==> src/rtl/lcs_pkg.sv <==
`timescale 1ns/1ps
package lcs_pkg;
    // Register addresses whose positions the software and the bench decode
    localparam int unsigned ADR_STS1 = 0;
    localparam int unsigned ADR_STS2 = 1;
    localparam int unsigned ADR_TLO  = 2;
    localparam int unsigned ADR_THI  = 3;
    localparam int unsigned ADR_OTL  = 4;
    localparam int unsigned ADR_HYS  = 5;
    localparam int unsigned ADR_CH0  = 6;

    // Bit positions inside status register 2
    localparam int unsigned S2_TWIN = 0;
    localparam int unsigned S2_DATA = 1;
    localparam int unsigned S2_COMM = 2;
    localparam int unsigned S2_OVT  = 3;
    localparam int unsigned S2_KIND = 4;

    function automatic logic [2:0] err_kind(input logic [15:0] code);
        logic [2:0] k;
        case (code)
            16'h8000: k = 3'b000;
            16'h8002: k = 3'b001;
            16'h8003: k = 3'b010;
            default:  k = 3'b111;
        endcase
        return k;
    endfunction
endpackage

==> src/rtl/lcs_window_chk.sv <==
`timescale 1ns/1ps
// Window comparison on a strobed sample with a sticky, clear-on-read status bit
module lcs_window_chk #(
    parameter int unsigned DW = 8
) (
    input  logic          clk_i,
    input  logic          rst_ni,
    input  logic [DW-1:0] meas_i,
    input  logic          vld_i,
    input  logic [DW-1:0] lo_i,
    input  logic [DW-1:0] hi_i,
    input  logic          rd_clr_i,
    output logic          sts_o
);
    typedef struct packed {
        logic act;   // fault condition of the last strobed sample
        logic sts;   // sticky status
    } win_t;

    win_t s_d, s_q;
    logic out_now;
    logic cond;

    always_comb begin
        out_now = vld_i && ((meas_i > hi_i) || (meas_i <= lo_i));
        cond    = vld_i ? out_now : s_q.act;
        s_d.act = cond;
        s_d.sts = (s_q.sts && !(rd_clr_i && !cond)) || out_now;
    end

    always_ff @(posedge clk_i or negedge rst_ni) begin
        if (!rst_ni) s_q <= '0;
        else         s_q <= s_d;
    end

    assign sts_o = s_q.sts;
endmodule

==> src/rtl/lcs_sticky.sv <==
`timescale 1ns/1ps
// Level or event fault latched until a read finds the fault absent
module lcs_sticky #(
    parameter int unsigned W = 1
) (
    input  logic         clk_i,
    input  logic         rst_ni,
    input  logic [W-1:0] flt_i,
    input  logic         rd_clr_i,
    output logic [W-1:0] sts_o
);
    logic [W-1:0] sts_d, sts_q;

    always_comb begin
        sts_d = (sts_q & ~({W{rd_clr_i}} & ~flt_i)) | flt_i;
    end

    always_ff @(posedge clk_i or negedge rst_ni) begin
        if (!rst_ni) sts_q <= '0;
        else         sts_q <= sts_d;
    end

    assign sts_o = sts_q;
endmodule

==> src/rtl/lcs_overtemp.sv <==
`timescale 1ns/1ps
// Over-temperature flag: set above the limit, read-clear only below limit minus hysteresis
module lcs_overtemp #(
    parameter int unsigned DW = 8
) (
    input  logic          clk_i,
    input  logic          rst_ni,
    input  logic [DW-1:0] temp_i,
    input  logic          vld_i,
    input  logic [DW-1:0] lim_i,
    input  logic [DW-1:0] hys_i,
    input  logic          rd_clr_i,
    output logic          sts_o
);
    typedef struct packed {
        logic cool;  // last strobed sample below the release threshold
        logic sts;
    } ot_t;

    ot_t s_d, s_q;
    logic [DW-1:0] thr;
    logic hot;
    logic cool_now;

    always_comb begin
        thr      = (lim_i > hys_i) ? (lim_i - hys_i) : '0;
        hot      = vld_i && (temp_i > lim_i);
        cool_now = vld_i ? (temp_i < thr) : s_q.cool;
        s_d.cool = cool_now;
        s_d.sts  = (s_q.sts && !(rd_clr_i && cool_now)) || hot;
    end

    always_ff @(posedge clk_i or negedge rst_ni) begin
        if (!rst_ni) begin
            s_q.cool <= 1'b1;
            s_q.sts  <= 1'b0;
        end else begin
            s_q <= s_d;
        end
    end

    assign sts_o = s_q.sts;
endmodule

==> src/rtl/limit_status_top.sv <==
`timescale 1ns/1ps
module limit_status_top
    import lcs_pkg::*;
#(
    parameter int unsigned NCH     = 2,
    parameter int unsigned NFAN    = 3,
    parameter int unsigned NDIO    = 2,
    parameter int unsigned DW      = 8,
    parameter int unsigned AW      = 4,
    parameter int unsigned OT_RST  = 100,
    parameter int unsigned HYS_RST = 4
) (
    input  logic              clk_i,
    input  logic              rst_ni,
    input  logic [NCH*DW-1:0] ch_meas_i,
    input  logic [NCH-1:0]    ch_vld_i,
    input  logic [DW-1:0]     temp_i,
    input  logic              temp_vld_i,
    input  logic [NFAN-1:0]   fan_slow_i,
    input  logic [NFAN-1:0]   pwm_on_i,
    input  logic [NDIO-1:0]   diode_flt_i,
    input  logic              data_err_i,
    input  logic [15:0]       err_code_i,
    input  logic              comm_err_i,
    input  logic              reg_wr_i,
    input  logic              reg_rd_i,
    input  logic [AW-1:0]     reg_addr_i,
    input  logic [DW-1:0]     reg_wdata_i,
    output logic [DW-1:0]     reg_rdata_o,
    output logic              irq_o
);
    localparam int unsigned S1_SUM = NCH;
    localparam int unsigned S1_FAN = NCH + 1;
    localparam int unsigned S1_DIO = S1_FAN + NFAN;
    localparam int unsigned S1W    = S1_DIO + NDIO;

    typedef struct packed {
        logic [NCH-1:0][DW-1:0] lo;
        logic [NCH-1:0][DW-1:0] hi;
        logic [DW-1:0]          tlo;
        logic [DW-1:0]          thi;
        logic [DW-1:0]          otl;
        logic [DW-1:0]          hys;
        logic [DW-1:0]          rdata;
        logic [2:0]             kind;
    } regs_t;

    regs_t r_d, r_q;

    logic            rd_s1, rd_s2;
    logic [NCH-1:0]  v_sts;
    logic [NFAN-1:0] fan_sts;
    logic [NDIO-1:0] dio_sts;
    logic            tw_sts, ot_sts, data_sts, comm_sts;
    logic [DW-1:0]   sts1, sts2;
    logic            summary;
    logic [DW-1:0]   lim0_lo, lim0_hi;

    assign rd_s1 = reg_rd_i && (reg_addr_i == AW'(ADR_STS1));
    assign rd_s2 = reg_rd_i && (reg_addr_i == AW'(ADR_STS2));

    // Voltage channels
    for (genvar g = 0; g < NCH; g++) begin : g_ch
        lcs_window_chk #(.DW(DW)) u_win (
            .clk_i    (clk_i),
            .rst_ni   (rst_ni),
            .meas_i   (ch_meas_i[g*DW +: DW]),
            .vld_i    (ch_vld_i[g]),
            .lo_i     (r_q.lo[g]),
            .hi_i     (r_q.hi[g]),
            .rd_clr_i (rd_s1),
            .sts_o    (v_sts[g])
        );
    end

    // Temperature window
    lcs_window_chk #(.DW(DW)) u_twin (
        .clk_i    (clk_i),
        .rst_ni   (rst_ni),
        .meas_i   (temp_i),
        .vld_i    (temp_vld_i),
        .lo_i     (r_q.tlo),
        .hi_i     (r_q.thi),
        .rd_clr_i (rd_s2),
        .sts_o    (tw_sts)
    );

    lcs_overtemp #(.DW(DW)) u_ot (
        .clk_i    (clk_i),
        .rst_ni   (rst_ni),
        .temp_i   (temp_i),
        .vld_i    (temp_vld_i),
        .lim_i    (r_q.otl),
        .hys_i    (r_q.hys),
        .rd_clr_i (rd_s2),
        .sts_o    (ot_sts)
    );

    // Fan faults count only while the PWM output is enabled
    lcs_sticky #(.W(NFAN)) u_fan (
        .clk_i    (clk_i),
        .rst_ni   (rst_ni),
        .flt_i    (fan_slow_i & pwm_on_i),
        .rd_clr_i (rd_s1),
        .sts_o    (fan_sts)
    );

    lcs_sticky #(.W(NDIO)) u_dio (
        .clk_i    (clk_i),
        .rst_ni   (rst_ni),
        .flt_i    (diode_flt_i),
        .rd_clr_i (rd_s1),
        .sts_o    (dio_sts)
    );

    lcs_sticky #(.W(2)) u_evt (
        .clk_i    (clk_i),
        .rst_ni   (rst_ni),
        .flt_i    ({comm_err_i, data_err_i}),
        .rd_clr_i (rd_s2),
        .sts_o    ({comm_sts, data_sts})
    );

    // Status register images
    always_comb begin
        sts2                   = '0;
        sts2[S2_TWIN]          = tw_sts;
        sts2[S2_DATA]          = data_sts;
        sts2[S2_COMM]          = comm_sts;
        sts2[S2_OVT]           = ot_sts;
        sts2[S2_KIND +: 3]     = r_q.kind;
        summary                = |sts2;
        sts1                   = '0;
        sts1[NCH-1:0]          = v_sts;
        sts1[S1_SUM]           = summary;
        sts1[S1_FAN +: NFAN]   = fan_sts;
        sts1[S1_DIO +: NDIO]   = dio_sts;
    end

    // Register file, error kind field and read data
    always_comb begin
        logic [DW-1:0] rd_val;
        r_d    = r_q;
        rd_val = '0;

        if (data_err_i)  r_d.kind = err_kind(err_code_i);
        else if (rd_s2)  r_d.kind = '0;

        if (reg_addr_i == AW'(ADR_STS1)) rd_val = sts1;
        if (reg_addr_i == AW'(ADR_STS2)) rd_val = sts2;
        if (reg_addr_i == AW'(ADR_TLO))  rd_val = r_q.tlo;
        if (reg_addr_i == AW'(ADR_THI))  rd_val = r_q.thi;
        if (reg_addr_i == AW'(ADR_OTL))  rd_val = r_q.otl;
        if (reg_addr_i == AW'(ADR_HYS))  rd_val = r_q.hys;
        for (int i = 0; i < NCH; i++) begin
            if (reg_addr_i == AW'(ADR_CH0 + 2*i))     rd_val = r_q.lo[i];
            if (reg_addr_i == AW'(ADR_CH0 + 2*i + 1)) rd_val = r_q.hi[i];
        end
        if (reg_rd_i) r_d.rdata = rd_val;

        if (reg_wr_i) begin
            if (reg_addr_i == AW'(ADR_TLO)) r_d.tlo = reg_wdata_i;
            if (reg_addr_i == AW'(ADR_THI)) r_d.thi = reg_wdata_i;
            if (reg_addr_i == AW'(ADR_OTL)) r_d.otl = reg_wdata_i;
            if (reg_addr_i == AW'(ADR_HYS)) r_d.hys = reg_wdata_i;
            for (int i = 0; i < NCH; i++) begin
                if (reg_addr_i == AW'(ADR_CH0 + 2*i))     r_d.lo[i] = reg_wdata_i;
                if (reg_addr_i == AW'(ADR_CH0 + 2*i + 1)) r_d.hi[i] = reg_wdata_i;
            end
        end
    end

    always_ff @(posedge clk_i or negedge rst_ni) begin
        if (!rst_ni) begin
            r_q.lo    <= '0;
            r_q.hi    <= '1;
            r_q.tlo   <= '0;
            r_q.thi   <= '1;
            r_q.otl   <= DW'(OT_RST);
            r_q.hys   <= DW'(HYS_RST);
            r_q.rdata <= '0;
            r_q.kind  <= '0;
        end else begin
            r_q <= r_d;
        end
    end

    assign lim0_lo     = r_q.lo[0];
    assign lim0_hi     = r_q.hi[0];
    assign reg_rdata_o = r_q.rdata;
    assign irq_o       = (|v_sts) | (|fan_sts) | (|dio_sts) | tw_sts | ot_sts | data_sts | comm_sts;
endmodule

==> config.mk <==
export PLATFORM = sky130hd
export DESIGN_NAME = limit_status_top
export DESIGN_NICKNAME = d
export VERILOG_FILES = /design/src/rtl/lcs_pkg.sv /design/src/rtl/lcs_window_chk.sv /design/src/rtl/lcs_sticky.sv /design/src/rtl/lcs_overtemp.sv /design/src/rtl/limit_status_top.sv
export SDC_FILE = /design/constraint.sdc
export NUM_CORES = 1
export LEC_CHECK = 0
export ABC_AREA = 1
export BUFFER_PORTS_ARGS = -buffer_cell sky130_fd_sc_hd__buf_2
export CAP_MARGIN = 0
export CORE_MARGIN = 4
export CORE_UTILIZATION = 45
export CTS_BUF_LIST = sky130_fd_sc_hd__clkbuf_8
export CTS_CLUSTER_DIAMETER = 40
export DETAILED_ROUTE_END_ITERATION = 7
export MAX_ROUTING_LAYER = met4
export PLACE_DENSITY = 0.74
export SYNTH_ARGS = -nofsm -noshare
export SYNTH_HDL_FRONTEND = slang
export SYNTH_SLANG_ARGS = --single-unit
==> constraint.sdc <==
create_clock -name clk_i -period 4.5 [get_ports clk_i]
set_input_delay 0.675 -clock clk_i [delete_from_list [all_inputs] [get_ports clk_i]]
set_output_delay 0.675 -clock clk_i [all_outputs]
set_load 0.03 [all_outputs]
==> results.sh, run 1 <==
export IMPL_fin_crit_ps=3160
export IMPL_vias=5323
export IMPL_yosysSeqAreaShare_pct=37.75
export IMPL_syn2layout_area_growth_pct=11.54
export IMPL_fin_skew_ps=12.37
export IMPL_min_path_type="in2async"
export IMPL_synth_nets=926
export IMPL_rsz0062_at_grt="false"
export IMPL_setup_tns_ps=0
export IMPL_criticalPathCategory="reg2reg"
export IMPL_synth_mux_area_share_pct=0
export IMPL_grtUsageTotal_pct=21.25
export IMPL_postCtsSetupBuffers=0
export IMPL_die_area_sq_um=15390
export IMPL_synth_seq_cells=90
export IMPL_worstPathArrival_ps=3420
export IMPL_drcViolationCount=0
export IMPL_postSynthAreaPerCell_sq_um=7.722
export IMPL_path_cells="inv_1, ha_1, a21oi_1, nand2_1, nand2_1, nand2_1, a21oi_1, nor2_1, o21ai_0, nand2_1, a21oi_1, o21ai_0, ha_1, nand2_1, nor2_1, a2111oi_0, nand2_1, nand2_1, nand2_1, nand2_1, nand2_1"
export IMPL_power_leakage_nw=3.469
export IMPL_h_tree_depth=3
export IMPL_dp_final_hpwl_um=12080
export IMPL_root_buffer="clkbuf_8"
export IMPL_outcome="finished, final reports clean"
export IMPL_die_w_um=124.1
export IMPL_clk_latency_ps=370
export IMPL_p_seq_share_pct=43.5
export IMPL_clkPwrFrac_pct=21.8
export IMPL_synthDominantCellAreaShare_pct=25.18
export IMPL_power_density_nw_per_um2=373.8
export IMPL_overflow=0
export IMPL_numCtsBuffers=9
export IMPL_synth_distinct_cells=37
export IMPL_ys_warn_count=0
export IMPL_max_cap_violations=0
export IMPL_grt_max_degree=60
export IMPL_hold_violations=0
export IMPL_timing_final_crit_share_pct=70.22
export IMPL_fmaxAchievable_mhz=316.5
export IMPL_synthFlopType="dfrtp_1"
export IMPL_synthXorXnorAreaFrac_pct=0.2890
export IMPL_synth_area_sq_um=6062
export IMPL_swShare_pct=38.50
export IMPL_antenna_found_initial=0
export IMPL_synthAdderAreaFrac_pct=14.98
export IMPL_p_switching_w=0.0009729
export IMPL_critPathMaxStageDelay_ps=550
export IMPL_cts_buffer_depth=2
export IMPL_first_iter_violations=354
export IMPL_slew_viol_final=0
export IMPL_combPwrFrac_pct=34.7
export IMPL_finalInstanceArea_sq_um=6761
export IMPL_row_count=42
export IMPL_synth_most_common_cell="nand2_1"
export IMPL_setup_viol=0
export IMPL_wl_per_cell_um=14.72
export IMPL_critPathLaunchType="flop"
export IMPL_cp_required_ps=4760
export IMPL_fp_coreArea_sq_um=13240
export IMPL_synth_edf_count=0
export IMPL_io_buffers=77
export IMPL_drt_wl_total_um=15260
export IMPL_globalplace_congestion=0.9210
export IMPL_crit_family="compound AO/OA/AOI/OAI gates"
export IMPL_placed_cell_area_sq_um=6570
export IMPL_firstDrtPassIters=5
export IMPL_cts_sinks=90
export IMPL_drive_above_1_share_pct=17.89
export IMPL_yosysTopAreaCell="dfrtp_1"
export IMPL_cts_hold_buffers_added=0
export IMPL_fin_nets=997
export IMPL_synthArstFlopShare_pct=100.0
export IMPL_vdd_ir_drop_max_mv=0.2315
export IMPL_yosys_area_share_simple_pct=21.05
export IMPL_avgViaCountPerCell=5.133
export IMPL_synth_common_cells="nand2_1 (192), inv_1 (122), o21ai_0 (85)"
export IMPL_synth_area_leaders="dfrtp_1 (25%), ha_1 (15%), dfstp_2 (13%), nand2_1 (12%), inv_1 (7.6%)"
export IMPL_antenna_cells=0
export IMPL_synth_top_family_by_area="simple AND/OR/NAND/NOR gates"
export IMPL_fp_dieH_um=124.1
export IMPL_cp_end_kind="flop"
export IMPL_p_int_w=0.001554
export IMPL_grt_pass1_vias=4983
export IMPL_synth_compound_area_share_pct=16.04
export IMPL_fin_util_pct=51.06
export IMPL_grt_pass1_wl_um=24190
export IMPL_cp_max_fo=5
export IMPL_cts_resized=0
export IMPL_clkTransAtPathRegs_ps=100
export IMPL_slowest_stage="dfstp_2"
export IMPL_crit_top_cell="nand2_1"
export IMPL_cp_buffers_inverters=1
export IMPL_pin_count=78
export IMPL_slew_headroom_pct=49.79
export IMPL_postSynthCellCount=785
export IMPL_start_util_pct=45.78
export IMPL_worst_slew_pin_slew_ps=753.2
export IMPL_cts_tree="yes"
export IMPL_ant_nets=0
## cell type report
class	instances	area, sq um
clock buffers	9	123.9
clock inverters	7	67.56
fillers	1323	6481
inverters	131	491.7
multi-input cells	546	3174
flip-flops and latches	90	2288
well taps	176	220.2
repair buffers	78	395.4
## metrics by stage
stage          setup WS, ps  hold slack (ps)  total power [W]  std cells
2_1_floorplan          1608            379.4         0.001731        785
3_3_place_gp           1391            459.5         0.001958       1021
3_5_place_dp           1360            465.1         0.001985       1021
4_1_cts                1350            370.2         0.002541       1037
5_1_grt               959.8            384.9         0.002749       1037
6_report               1340            357.0         0.002527       1037
## final timing paths
path,start,slack [ps],depth (start not counted),endpoint
setup reg to reg,r_q[13],1340,21,u_ot.sts_o
hold / removal,rst_ni,360,1,reg_rdata_o[6]
max in group asynchronous,rst_ni,3190,2,r_q[21]
hold reg to reg,u_ot.s_q[1],490,2,u_ot.s_q[1]
setup / recovery,r_q[13],1340,21,u_ot.sts_o
min in group clk_i,u_ot.s_q[1],490,2,u_ot.s_q[1]
## sequential cells by signal, indices dropped and copies added (netlist names)
register and flops:
reg_rdata_o 8, u_evt.sts_o 2, g_ch.u_win.sts_o 2, u_ot.s_q 1, lim0_hi 8, u_twin.sts_o 1
u_fan.sts_o 3, r_q 51, u_twin.s_q 1, u_dio.sts_o 2, u_ot.sts_o 1, g_ch.u_win.s_q 2
lim0_lo 8
## layer usage
metal	global-route usage, %	part of all wire (%)
met2	35.98	49
met5	-	0
met1	26.67	45
met3	4.360	4.4
met4	3.970	1.1
## power by group through the flow
| stage | Combinational, W | Sequential [W] | Clock (W) |
|---|---|---|---|
| after CTS | 0.000880 | 0.00110 | 0.000564 |
| after detailed placement | 0.000873 | 0.00111 | 0 |
| after floorplan | 0.000652 | 0.00108 | 0 |
| after global placement | 0.000850 | 0.00111 | 0 |
| final | 0.000878 | 0.00110 | 0.000551 |
| after global routing | 0.00103 | 0.00112 | 0.000604 |
## cell usage in the layout (no fill, tap or decap), drive strengths merged
master and count:
a211oi 1, dfrtp 61, o22ai 7, xnor2 2
nand4 9, o221ai 4, fa 1, o21ai 101
a31oi 4, nand3 27, nor2 39, a21oi 51
o21a 1, o21bai 6, clkinvlp 1, nand3b 2
nor3 6, buf 78, or2 3, nor4 5
clkbuf 9, inv 136, a2111oi 1, clkinv 1
ha 71, o311ai 1, o211ai 1, dfstp 29
o2111ai 2, nand2 201
## kinds of logic after synthesis
logic type                 count (synthesis)
buffers and inverters                    149
DFF                                       90
and+or+nand+nor                          292
AOI/OAI and AO/OA                        180
xor gates and xnor gates                   2
adders and majority gates                 72
No activity file was read; power rests on OpenSTA's default activity.
==> run 2: changes to the inputs <==
--- a/config.mk
+++ b/config.mk
@@ -5,7 +5,7 @@
 export SDC_FILE = /design/constraint.sdc
 export NUM_CORES = 1
 export LEC_CHECK = 0
-export ABC_AREA = 1
+export ABC_AREA = 0
 export BUFFER_PORTS_ARGS = -buffer_cell sky130_fd_sc_hd__buf_2
 export CAP_MARGIN = 0
 export CORE_MARGIN = 4
@@ -14,7 +14,7 @@
 export CTS_CLUSTER_DIAMETER = 40
 export DETAILED_ROUTE_END_ITERATION = 7
 export MAX_ROUTING_LAYER = met4
-export PLACE_DENSITY = 0.74
+export PLACE_DENSITY = 0.76
 export SYNTH_ARGS = -nofsm -noshare
 export SYNTH_HDL_FRONTEND = slang
 export SYNTH_SLANG_ARGS = --single-unit
==> constraint.sdc (replaced) <==
create_clock -name clk_i -period 2.55 [get_ports clk_i]
set_input_delay 0.3825 -clock clk_i [delete_from_list [all_inputs] [get_ports clk_i]]
set_output_delay 0.3825 -clock clk_i [all_outputs]
set_load 0.03 [all_outputs]
==> run 2 against run 1 <==
Net effect: the run now ends with negative setup slack left; first-iteration DRC count is 4.2% higher; final cell count is 9.7% lower; clock power is 74% higher; critical path depth is 5 lower; flip-flop and latch count stayed put; core utilization is 3.2 points higher; die area is 0.99% higher; wire length is 8.2% higher; sequential share of layout area is 2.1 points lower; setup slack worse by 1700 ps; largest power group is now combinational cells; area after synthesis is 1.1% higher; final area is 6.7% higher.
==> results.sh, run 2 <==
export IMPL_criticalPathCategory="reg2reg"
export IMPL_cts_sinks=90
export IMPL_root_buffer="clkbuf_8"
export IMPL_fin_nets=896
export IMPL_ys_warn_count=0
export IMPL_io_buffers=77
export IMPL_cp_max_fo=5
export IMPL_synthFlopType="dfrtp_1"
export IMPL_cp_required_ps=2800
export IMPL_synth_most_common_cell="inv_1"
export IMPL_setup_slack_ps=-369.5
export IMPL_worst_slew_pin_slew_ps=481.0
export IMPL_drt_wl_total_um=16510
export IMPL_synthDominantCellAreaShare_pct=24.92
export IMPL_start_util_pct=46.08
export IMPL_wl_per_cell_um=17.64
export IMPL_fp_coreArea_sq_um=13300
export IMPL_vdd_ir_drop_max_mv=0.4687
export IMPL_r2r_cells=16
export IMPL_critical_path_endpoint="u_ot.sts_o"
export IMPL_critPathLaunchType="flop"
export IMPL_grt_pass1_vias=5217
export IMPL_fin_crit_ps=2920
export IMPL_antenna_found_initial=0
export IMPL_synthArstFlopShare_pct=100.0
export IMPL_timing_final_crit_share_pct=114.5
export IMPL_numCtsBuffers=9
export IMPL_outcome="finished with violations"
export IMPL_min_path_type="in2reg"
export IMPL_top_register="r_q"
export IMPL_slew_viol_final=0
export IMPL_synth_distinct_cells=55
export IMPL_globalplace_congestion=0.8776
export IMPL_first_iter_violations=369
export IMPL_grtUsageTotal_pct=22.03
export IMPL_yosysSeqAreaShare_pct=37.36
export IMPL_synth_common_cells="inv_1 (74), ha_1 (71), nand2_1 (66)"
export IMPL_hold_ws_ps=193.9
export IMPL_cts_buffer_depth=2
export IMPL_grt_pass1_wl_um=26850
export IMPL_slew_headroom_pct=67.84
export IMPL_dp_cells=912
export IMPL_rsz0062_at_grt="true"
export IMPL_setup_worst_path_start="r_q[12]"
export IMPL_violations="negative setup slack"
export IMPL_final_cell_mix="buf_2 (76), inv_1 (73), ha_1 (65), nand2_1 (64), dfrtp_1 (61)"
export IMPL_antenna_cells=0
export IMPL_clkTransAtPathRegs_ps=80
export IMPL_final_common_cell="buf_2"
export IMPL_overflow=0
export IMPL_row_count=42
export IMPL_h_tree_depth=3
export IMPL_yosysTopAreaCell="dfrtp_1"
export IMPL_syn2layout_area_growth_pct=17.79
export IMPL_fmaxAchievable_mhz=342.5
export IMPL_power_leakage_nw=3.364
export IMPL_layout_cells_non_filler=936
export IMPL_worstPathArrival_ps=3170
export IMPL_synth_seq_cells=90
export IMPL_max_cap_violations=0
export IMPL_hold_violations=0
export IMPL_synth_nets=797
export IMPL_fp_dieH_um=124.7
export IMPL_reg2reg_slack_ps=-370
export IMPL_drive_above_1_share_pct=29.74
export IMPL_synth_edf_count=0
export IMPL_clk_latency_ps=370
export IMPL_synth_area_sq_um=6126
export IMPL_grt_max_degree=74
export IMPL_avgViaCountPerCell=5.538
export IMPL_fin_util_pct=54.27
export IMPL_dp_final_hpwl_um=12690
export IMPL_cp_end_kind="flop"
export IMPL_place_ws_ps=-643.1
export IMPL_firstDrtPassIters=5
export IMPL_die_w_um=124.7
export IMPL_fin_skew_ps=10.85
export IMPL_synth_area_leaders="dfrtp_1 (25%), ha_1 (15%), dfstp_2 (12%), mux2_2 (6.6%), o21ai_0 (5.1%)"
export IMPL_postSynthCellCount=656
export IMPL_die_area_sq_um=15540
export IMPL_setup_tns_ps=-528.9
export IMPL_setup_viol=2
export IMPL_postSynthAreaPerCell_sq_um=9.338
export IMPL_largest_reg_flops=51
export IMPL_r2r_end="u_ot.sts_o"
export IMPL_ant_nets=0
export IMPL_drcViolationCount=0
export IMPL_rr_startpoint="r_q[12]"
export IMPL_power_density_nw_per_um2=724.5
export IMPL_vias=5184
export IMPL_pin_count=78
export IMPL_cts_tree="yes"
## run 2: cell types whose count changed after synthesis, moves of 9 or more
cell,delta
nor2b_1,+12
o21ai_1,-15
nand2_1,-126
inv_1,-48
a21o_1,+21
inv_2,-9
mux2_2,+36
a21oi_1,-24
o21ai_0,-23
## run 2: critical path, stage by stage (launching register included)
cell and delay (ps):
dfrtp_1 400, buf_4 160, fa_2 420, nor2b_4 150
o31ai_4 80, nand2_1 80, a31oi_2 100, nor2_2 160
buf_6 150, nand3_4 80, ha_4 160, a211oi_2 170
o21ai_1 110, a2111oi_2 210, o21ai_1 130, a31oi_1 150
o22ai_1 90
## run 2: report_power, final
| group | total [W] | leakage (nW) | switching [W] | internal, W |
|---|---|---|---|---|
| Clock | 0.000957 | 0.104 | 0.000524 | 0.000433 |
| Sequential | 0.00199 | 1.00 | 0.000193 | 0.00179 |
| Combinational | 0.00228 | 2.26 | 0.00119 | 0.00109 |
## run 2: kinds of logic (layout without fill, tap and decap cells)
family                     after synthesis  after routing  synth area share [%]
muxes                                   41             41                 8.252
AOI/OAI and AO/OA                      171            171                 17.67
adders and majority gates               72             72                 14.83
xor gates and xnor gates                 6              6                0.8578
buffers and inverters                  102            206                 7.230
and+or+nand+nor                        174            174                 13.81
DFF                                     90             90                 37.36
## run 2: final cells by class
class | count | area (sq um)
Clock buffer | 12 | 165.2
Clock inverter | 4 | 26.28
Fill cell | 1211 | 6080
Inverter | 75 | 281.5
Multi-Input combinational cell | 464 | 3542
Sequential cell | 90 | 2288
Tap cell | 176 | 220.2
Timing Repair Buffer | 115 | 691.9
## run 2: timing repair
item                                   CTS  global route
buffers inserted                         4             3
pin swaps                                8             2
setup endpoints to repair                2             2
endpoints found under the hold margin    7             0
hold buffers                             1             0
resized for setup                       12             1
## run 2: how the worst min path moves through the flow
stage,from,to,slack [ps],depth (start not counted)
2_1_floorplan,rst_ni,g_ch[0].u_win.s_q[1],90,0
3_3_place_gp,rst_ni,reg_rdata_o[6],270,1
3_5_place_dp,rst_ni,reg_rdata_o[7],280,1
4_1_cts,comm_err_i,u_evt.sts_o[1],180,2
5_1_grt,diode_flt_i[0],u_dio.sts_o[0],190,2
6_report,diode_flt_i[1],u_dio.sts_o[1],190,2
## run 2: routing by layer
metal | vias to the layer above | global-route usage [%] | routed length (um)
met3 | 30 | 3.130 | 728
met4 | 0 | 7.350 | 453
met5 | - | - | 0
met2 | 142 | 34.29 | 7574
met1 | 2477 | 29.75 | 7757
li1 | 2535 | - | -
## run 2: through the flow
step                area [sq um]  power (W)
global route                7216   0.005616
floorplan                   6198   0.003403
detailed placement          6883   0.004089
CTS                         7181   0.005189
finish                      7216   0.005228
global placement            6883   0.004029
